**src/rtl/burst_seq_pkg.sv**
```systemverilog
package burst_seq_pkg;

    localparam int OFS_W = 2;

    typedef logic [OFS_W-1:0] ofs_t;

    typedef enum logic {
        ORD_LINEAR     = 1'b0,
        ORD_INTERLEAVE = 1'b1
    } order_e;

    typedef struct packed {
        order_e ord;
        ofs_t   start;
    } seed_t;

    function automatic ofs_t lin_offset(input ofs_t start, input ofs_t beat);
        return start + beat;
    endfunction

    function automatic ofs_t xor_offset(input ofs_t start, input ofs_t beat);
        return start ^ beat;
    endfunction

endpackage

```
**src/rtl/bsq_seed_reg.sv**
```systemverilog
module bsq_seed_reg
    import burst_seq_pkg::*;
#(
    parameter int ADDR_W = 18,
    localparam int UP_W  = ADDR_W - OFS_W
) (
    input  logic            clk,
    input  logic            rst,
    input  logic            load_i,
    input  logic [ADDR_W-1:0] load_addr_i,
    input  logic            mode_i,
    output logic [UP_W-1:0] upper_o,
    output seed_t           seed_o
);
    always_ff @(posedge clk) begin
        if (rst) begin
            upper_o      <= '0;
            seed_o.ord   <= ORD_LINEAR;
            seed_o.start <= '0;
        end else if (load_i) begin
            upper_o      <= load_addr_i[ADDR_W-1:OFS_W];
            seed_o.ord   <= order_e'(mode_i);
            seed_o.start <= load_addr_i[OFS_W-1:0];
        end
    end
endmodule

```
**src/rtl/bsq_beat_ctr.sv**
```systemverilog
module bsq_beat_ctr
    import burst_seq_pkg::*;
(
    input  logic clk,
    input  logic rst,
    input  logic load_i,
    input  logic adv_n_i,
    output ofs_t beat_o
);
    always_ff @(posedge clk) begin
        if (rst || load_i) begin
            beat_o <= '0;
        end else if (!adv_n_i) begin
            beat_o <= beat_o + ofs_t'(1);
        end
    end
endmodule

```
**src/rtl/bsq_offset_gen.sv**
```systemverilog
module bsq_offset_gen
    import burst_seq_pkg::*;
(
    input  seed_t seed_i,
    input  ofs_t  beat_i,
    output ofs_t  ofs_o
);
    localparam int N_ORD = 2;
    ofs_t cand [N_ORD];

    for (genvar g = 0; g < N_ORD; g++) begin : g_order
        if (g == int'(ORD_INTERLEAVE)) begin : g_xor
            assign cand[g] = xor_offset(seed_i.start, beat_i);
        end else begin : g_lin
            assign cand[g] = lin_offset(seed_i.start, beat_i);
        end
    end

    assign ofs_o = cand[seed_i.ord];
endmodule

```
**src/rtl/burst_addr_seq.sv**
```systemverilog
module burst_addr_seq
    import burst_seq_pkg::*;
#(
    parameter int ADDR_W = 18
) (
    input  logic              clk,
    input  logic              rst,
    input  logic              load_i,
    input  logic [ADDR_W-1:0] load_addr_i,
    input  logic              adv_n_i,
    input  logic              mode_i,
    output logic [ADDR_W-1:0] array_addr_o
);
    localparam int UP_W = ADDR_W - OFS_W;

    logic [UP_W-1:0] upper;
    seed_t           seed;
    ofs_t            beat;
    ofs_t            ofs;

    bsq_seed_reg #(.ADDR_W(ADDR_W)) u_seed (
        .clk         (clk),
        .rst         (rst),
        .load_i      (load_i),
        .load_addr_i (load_addr_i),
        .mode_i      (mode_i),
        .upper_o     (upper),
        .seed_o      (seed)
    );

    bsq_beat_ctr u_beat (
        .clk     (clk),
        .rst     (rst),
        .load_i  (load_i),
        .adv_n_i (adv_n_i),
        .beat_o  (beat)
    );

    bsq_offset_gen u_ofs (
        .seed_i (seed),
        .beat_i (beat),
        .ofs_o  (ofs)
    );

    always_comb begin
        if (load_i) begin
            array_addr_o = load_addr_i;
        end else begin
            array_addr_o = {upper, ofs};
        end
    end
endmodule

```
**config.mk**
```make
export PLATFORM = sky130hd
export DESIGN_NAME = burst_addr_seq
export DESIGN_NICKNAME = d
export VERILOG_FILES = /design/src/rtl/burst_seq_pkg.sv /design/src/rtl/bsq_seed_reg.sv /design/src/rtl/bsq_beat_ctr.sv /design/src/rtl/bsq_offset_gen.sv /design/src/rtl/burst_addr_seq.sv
export SDC_FILE = /design/constraint.sdc
export NUM_CORES = 1
export LEC_CHECK = 0
export ABC_AREA = 1
export BUFFER_PORTS_ARGS = -buffer_cell sky130_fd_sc_hd__buf_2
export CAP_MARGIN = 5
export CORE_MARGIN = 1.5
export CORE_UTILIZATION = 44
export DETAILED_ROUTE_END_ITERATION = 6
export GPL_TIMING_DRIVEN = 1
export HOLD_SLACK_MARGIN = 0.05
export PLACE_DENSITY = 0.81
export SLEW_MARGIN = 20
export SYNTH_ARGS = -nofsm -noshare
export SYNTH_HDL_FRONTEND = slang
export SYNTH_SLANG_ARGS = --single-unit
```
**constraint.sdc**
```tcl
create_clock -name clk -period 1 [get_ports clk]
set_input_delay 0.05 -clock clk [delete_from_list [all_inputs] [get_ports clk]]
set_output_delay 0.05 -clock clk [all_outputs]
set_load 0.005 [all_outputs]
```
Yosys cells after proc, flatten, opt, wreduce, memory -nomap -nowiden
Index checks and enable logic that the tools add are counted.
{"block": "op_classes", "n_addsub": 2, "magnitude_cmp": 1, "n_mux": 4, "bitwise": 2, "n_reduce_logical": 1}
{"operator": "$mux 18", "n": 1}
{"operator": "$mux 2", "n": 3}
{"operator": "$add 2x1->2 const B", "n": 1}
{"operator": "$add 2x2->2", "n": 1}
{"operator": "$ge 2x2->1 const B", "n": 1}
{"operator": "$not 1->2", "n": 1}
{"operator": "$xor 2x2->2", "n": 1}
{"operator": "$logic_or 1x1->1", "n": 1}
{"block": "word_totals", "register_bits": 21, "input_bits": 23}

Logic depth before layout (Yosys ltp)
{"block": "depth", "depth_word": 5, "mapped_depth": 6}

Cells and area by module
Synthesis repeated with hierarchy kept, for this count alone.
{"block": "unflattened", "hier_cells": 205, "area_unflattened_um2": 1203.7}
{"module": "bsq_seed_reg", "n_inst": 1, "cells_per_inst": 120, "area_per_inst_um2": 787.0, "seq_area_each_um2": 380.4}
{"module": "burst_addr_seq", "n_inst": 1, "cells_per_inst": 58, "area_per_inst_um2": 260.2, "seq_area_each_um2": 0.0}
{"module": "bsq_beat_ctr", "n_inst": 1, "cells_per_inst": 12, "area_per_inst_um2": 88.8, "seq_area_each_um2": 40.0}
{"module": "bsq_offset_gen", "n_inst": 1, "cells_per_inst": 15, "area_per_inst_um2": 67.6, "seq_area_each_um2": 0.0}

Worst setup path after synthesis
Ideal clock, no wire load.
{"block": "synth_path", "path_kind": "flip-flop to output port", "start": "reg u_seed.seed_o[0] (netlist bit)", "end": "out array_addr_o[1]", "arrival_ns": 0.746, "path_slack_ns": 0.204, "stages_incl_launch_ff": 7, "n_path_buf": 0, "path_cell_list": "dfxtp_1 -> ha_1 -> nand2_1 -> inv_1 -> nand2_1 -> nand3_1 -> nand2_1"}
{"block": "synth_via", "elab_chain_len": 5}
{"element": "start, declared", "line": "bsq_seed_reg.sv:13", "source": "output seed_t seed_o"}
{"element": "$add 2x2->2", "line": "burst_seq_pkg.sv:18", "source": "return start + beat;"}
{"element": "$mux 2 (not written as such) (3 in series)", "line": "bsq_offset_gen.sv:19", "source": "assign ofs_o = cand[seed_i.ord];"}
{"element": "$mux 18", "line": "burst_addr_seq.sv:46", "source": "if (load_i) begin"}
{"element": "end, declared", "line": "burst_addr_seq.sv:12", "source": "output logic [ADDR_W-1:0] array_addr_o"}
Every way passes these cells. The select of a mux whose other input is x is not followed.

Worst setup path in the final report
Ends and elaborated chain as after synthesis.

==> results.cfg <==
[outcome]
status = complete, but fails checks
failed_checks = setup timing

[route]
wl_per_cell_um = 11.01
routed_via_density = 4.640
firstDrtPassIters = 4
drc = 0
drt-initial-drc-count = 8
vias = 928
routed_wl_mm = 2.201
ant_nets = 0

[synthesis]
yosysUniqueCellTypes = 16
synth_cells = 122
yosysTopAreaCell = dfxtp_1
syn-num-nets = 146
synthTopCellsByArea = dfxtp_1 48%, nand2_1 26%, a21oi_1 9.7%
yosysWarnings = 0
ys_ff_latch = 21
syn-cell-area_um2 = 875.8
synth_top_cell_area_share_pct = 48.00
synth_area_per_cell_um2 = 7.179
ys_seq_area_share_pct = 48.00

[layout]
diodes = 0
final_layout_size_suffix_gt1_share_pct = 32.57
nets = 200
nFillCells = 149
mostFrequentLayoutCells = 46 x nand2_1, 27 x buf_2, 20 x dlygate4sd3_1
layout_commonest_cell = nand2_1
syn_to_final_growth_pct = 54.00

[sta]
skew_ps = 0.01110
fmax_mhz = 819.1
finalSetupViolCount = 2
finalWorstSetupSlack_ps = -220.9
period_minus_slack_ps = 1221
worst_pin_slew_ps = 199.9
hold_ws_ps = 104.3
slew_viol_final = 0
relSlewSlack_pct = 86.57
fin_crit_sh_pct = 122.1
finalHoldViolations = 0
rsz0062_at_grt = yes

[critical_path]
crit_required_ps = 950
slowest_delay_ps = 360
worst-r2r-setup-slack_ps = 110
crit_top_cell = nand3_1
crit_start = u_seed.seed_o[0]$_SDFFE_PP0P_
cp-end-kind = output pin
start_kind = flop
slowest_stage = dfxtp_2
crit_fanout = 2
timing.rr.start = u_beat.beat_o[0]$_SDFFE_PP0N_
cp.arrival_ps = 1170
critical_path_class = reg2out
crit_chain = ha_4 -> nand2_2 -> nand3_1 -> nand3_1 -> nand2_1 -> buf_2

[cts]
cts_max_level = 1
clk_latency_ps = 290
tritoncts = built
root_buffer = clkbuf_4
cts_made_buffers = 3
cts.sinks = 21
clk_pin_slew_ps = 110
clockBufferDepth = 2

[die]
io_pins = 41
die_w_um = 47.62
die-area_um2 = 2267
fp.coreArea_um2 = 1802
die_y_um = 47.62
start_util_pct = 48.61
fp-row-count = 15

[power_and_ir_drop]
leakage_uw = 0.0006797
p_comb_share_pct = 20.7
intPower_uw = 1216
p_sw_uw = 418.8
pwr-share-clk_pct = 24.5
seqPwrFrac_pct = 54.9
p_sw_share_pct = 25.61
power_uw = 1635
peakVddDrop_mv = 0.8436
power_density_nw_per_um2 = 1212

[worst_hold_path]
holdCritPathClass = in2reg
min_from = load_i

[run]
drv_cap = 0

[global_routing]
antenna_found_initial = 0
grt_pass1_vias = 901
grt_pass1_wl_mm = 3.525
grt-ovfl-total = 0
grt_usage_pct = 21.94
grt_max_degree = 14

[placed_design]
pre_cts_ws_ps = 74.18
hpwl_mm = 1.427
routabilityCongestion = 0.7684
port_buffers = 40
## cell type report
class	instances	area, um^2	share of cell area [%]
inverters	6	22.52	1.670
flip-flops and latches	21	422.9	31.35
well taps	25	31.28	2.319
repair buffers	55	404.1	29.96
multi-input cells	89	441.7	32.75
clock buffers	4	26.28	1.948
## flip-flops by register name, indices dropped and copies added (netlist names)
register,cells
u_seed.seed_o,3
u_seed.upper_o,16
u_beat.beat_o,2
## routing by layer
layer | share of wire (%) | GRT usage (%) | up-vias
met5 | 0 | 0 | -
met3 | 3.9 | 3.019 | 2
li1 | - | - | 488
met2 | 53 | 40.54 | 29
met4 | 0.77 | 6.486 | 0
met1 | 42 | 26.28 | 409
## path summary, 6_finish.rpt
kind,end,cells after the start
max,array_addr_o[1],6
min,u_seed.upper_o[4]$_SDFFE_PP0P_,3
max reg2reg,u_beat.beat_o[1]$_SDFFE_PP0N_,4
min reg2reg,u_seed.upper_o[8]$_SDFFE_PP0P_,2
## power by group through the flow
stage / Combinational, uW / Clock (uW) / Sequential (uW)
6_report: 338 / 400 / 897
5_1_grt: 378 / 445 / 901
4_1_cts: 329 / 416 / 898
3_5_place_dp: 263 / 0 / 914
3_3_place_gp: 256 / 0 / 912
2_1_floorplan: 148 / 0 / 910
## worst max-delay path: cells and delay by family, from the launching register on
family                   cells  cell delay (ps)
flip-flops                   1              360
AND/OR/NAND/NOR              4              250
buffers and inverters        1              120
adder cells (fa/ha/maj)      1              160
## cells in the mapped netlist, drive strengths merged
cell type and n:
inv 6, nor2 3, nor3b 1, a21oi 17, or2 1, dfxtp 21
nand2 60, buf 6, o22ai 1, nand3 2, nor3 2, ha 1
a211oi 1
## per-stage QoR
stage               setup TNS (ps)  instance area [um^2]  utilization [%]  std cells
floorplan                        0                 875.8                -        122
global placement                 0                  1099            60.97        185
detailed placement               0                  1099            60.97        185
CTS                         -399.1                  1353            75.07        210
global route                -559.3                  1349            74.86        200
finish                      -382.8                  1349            74.86        200
## kinds of logic after synthesis
| logic type | synth area share, % |
|---|---|
| AND/OR/NAND/NOR | 32.29 |
| adder cells (fa/ha/maj) | 1.428 |
| flip-flops | 48.00 |
| AO/OA/AOI/OAI | 11.29 |
| buffers and inverters | 7.000 |
## repair_timing
item                                   4_1_cts  5_1_grt
buffers inserted                             0        1
hold buffers                                21        0
gates cloned                                 0        0
pin swaps                                    2        2
setup endpoints to repair                    2       18
endpoints found under the hold margin       20        0
resized for setup                            5       19
No activity file was read; power rests on OpenSTA's default activity.
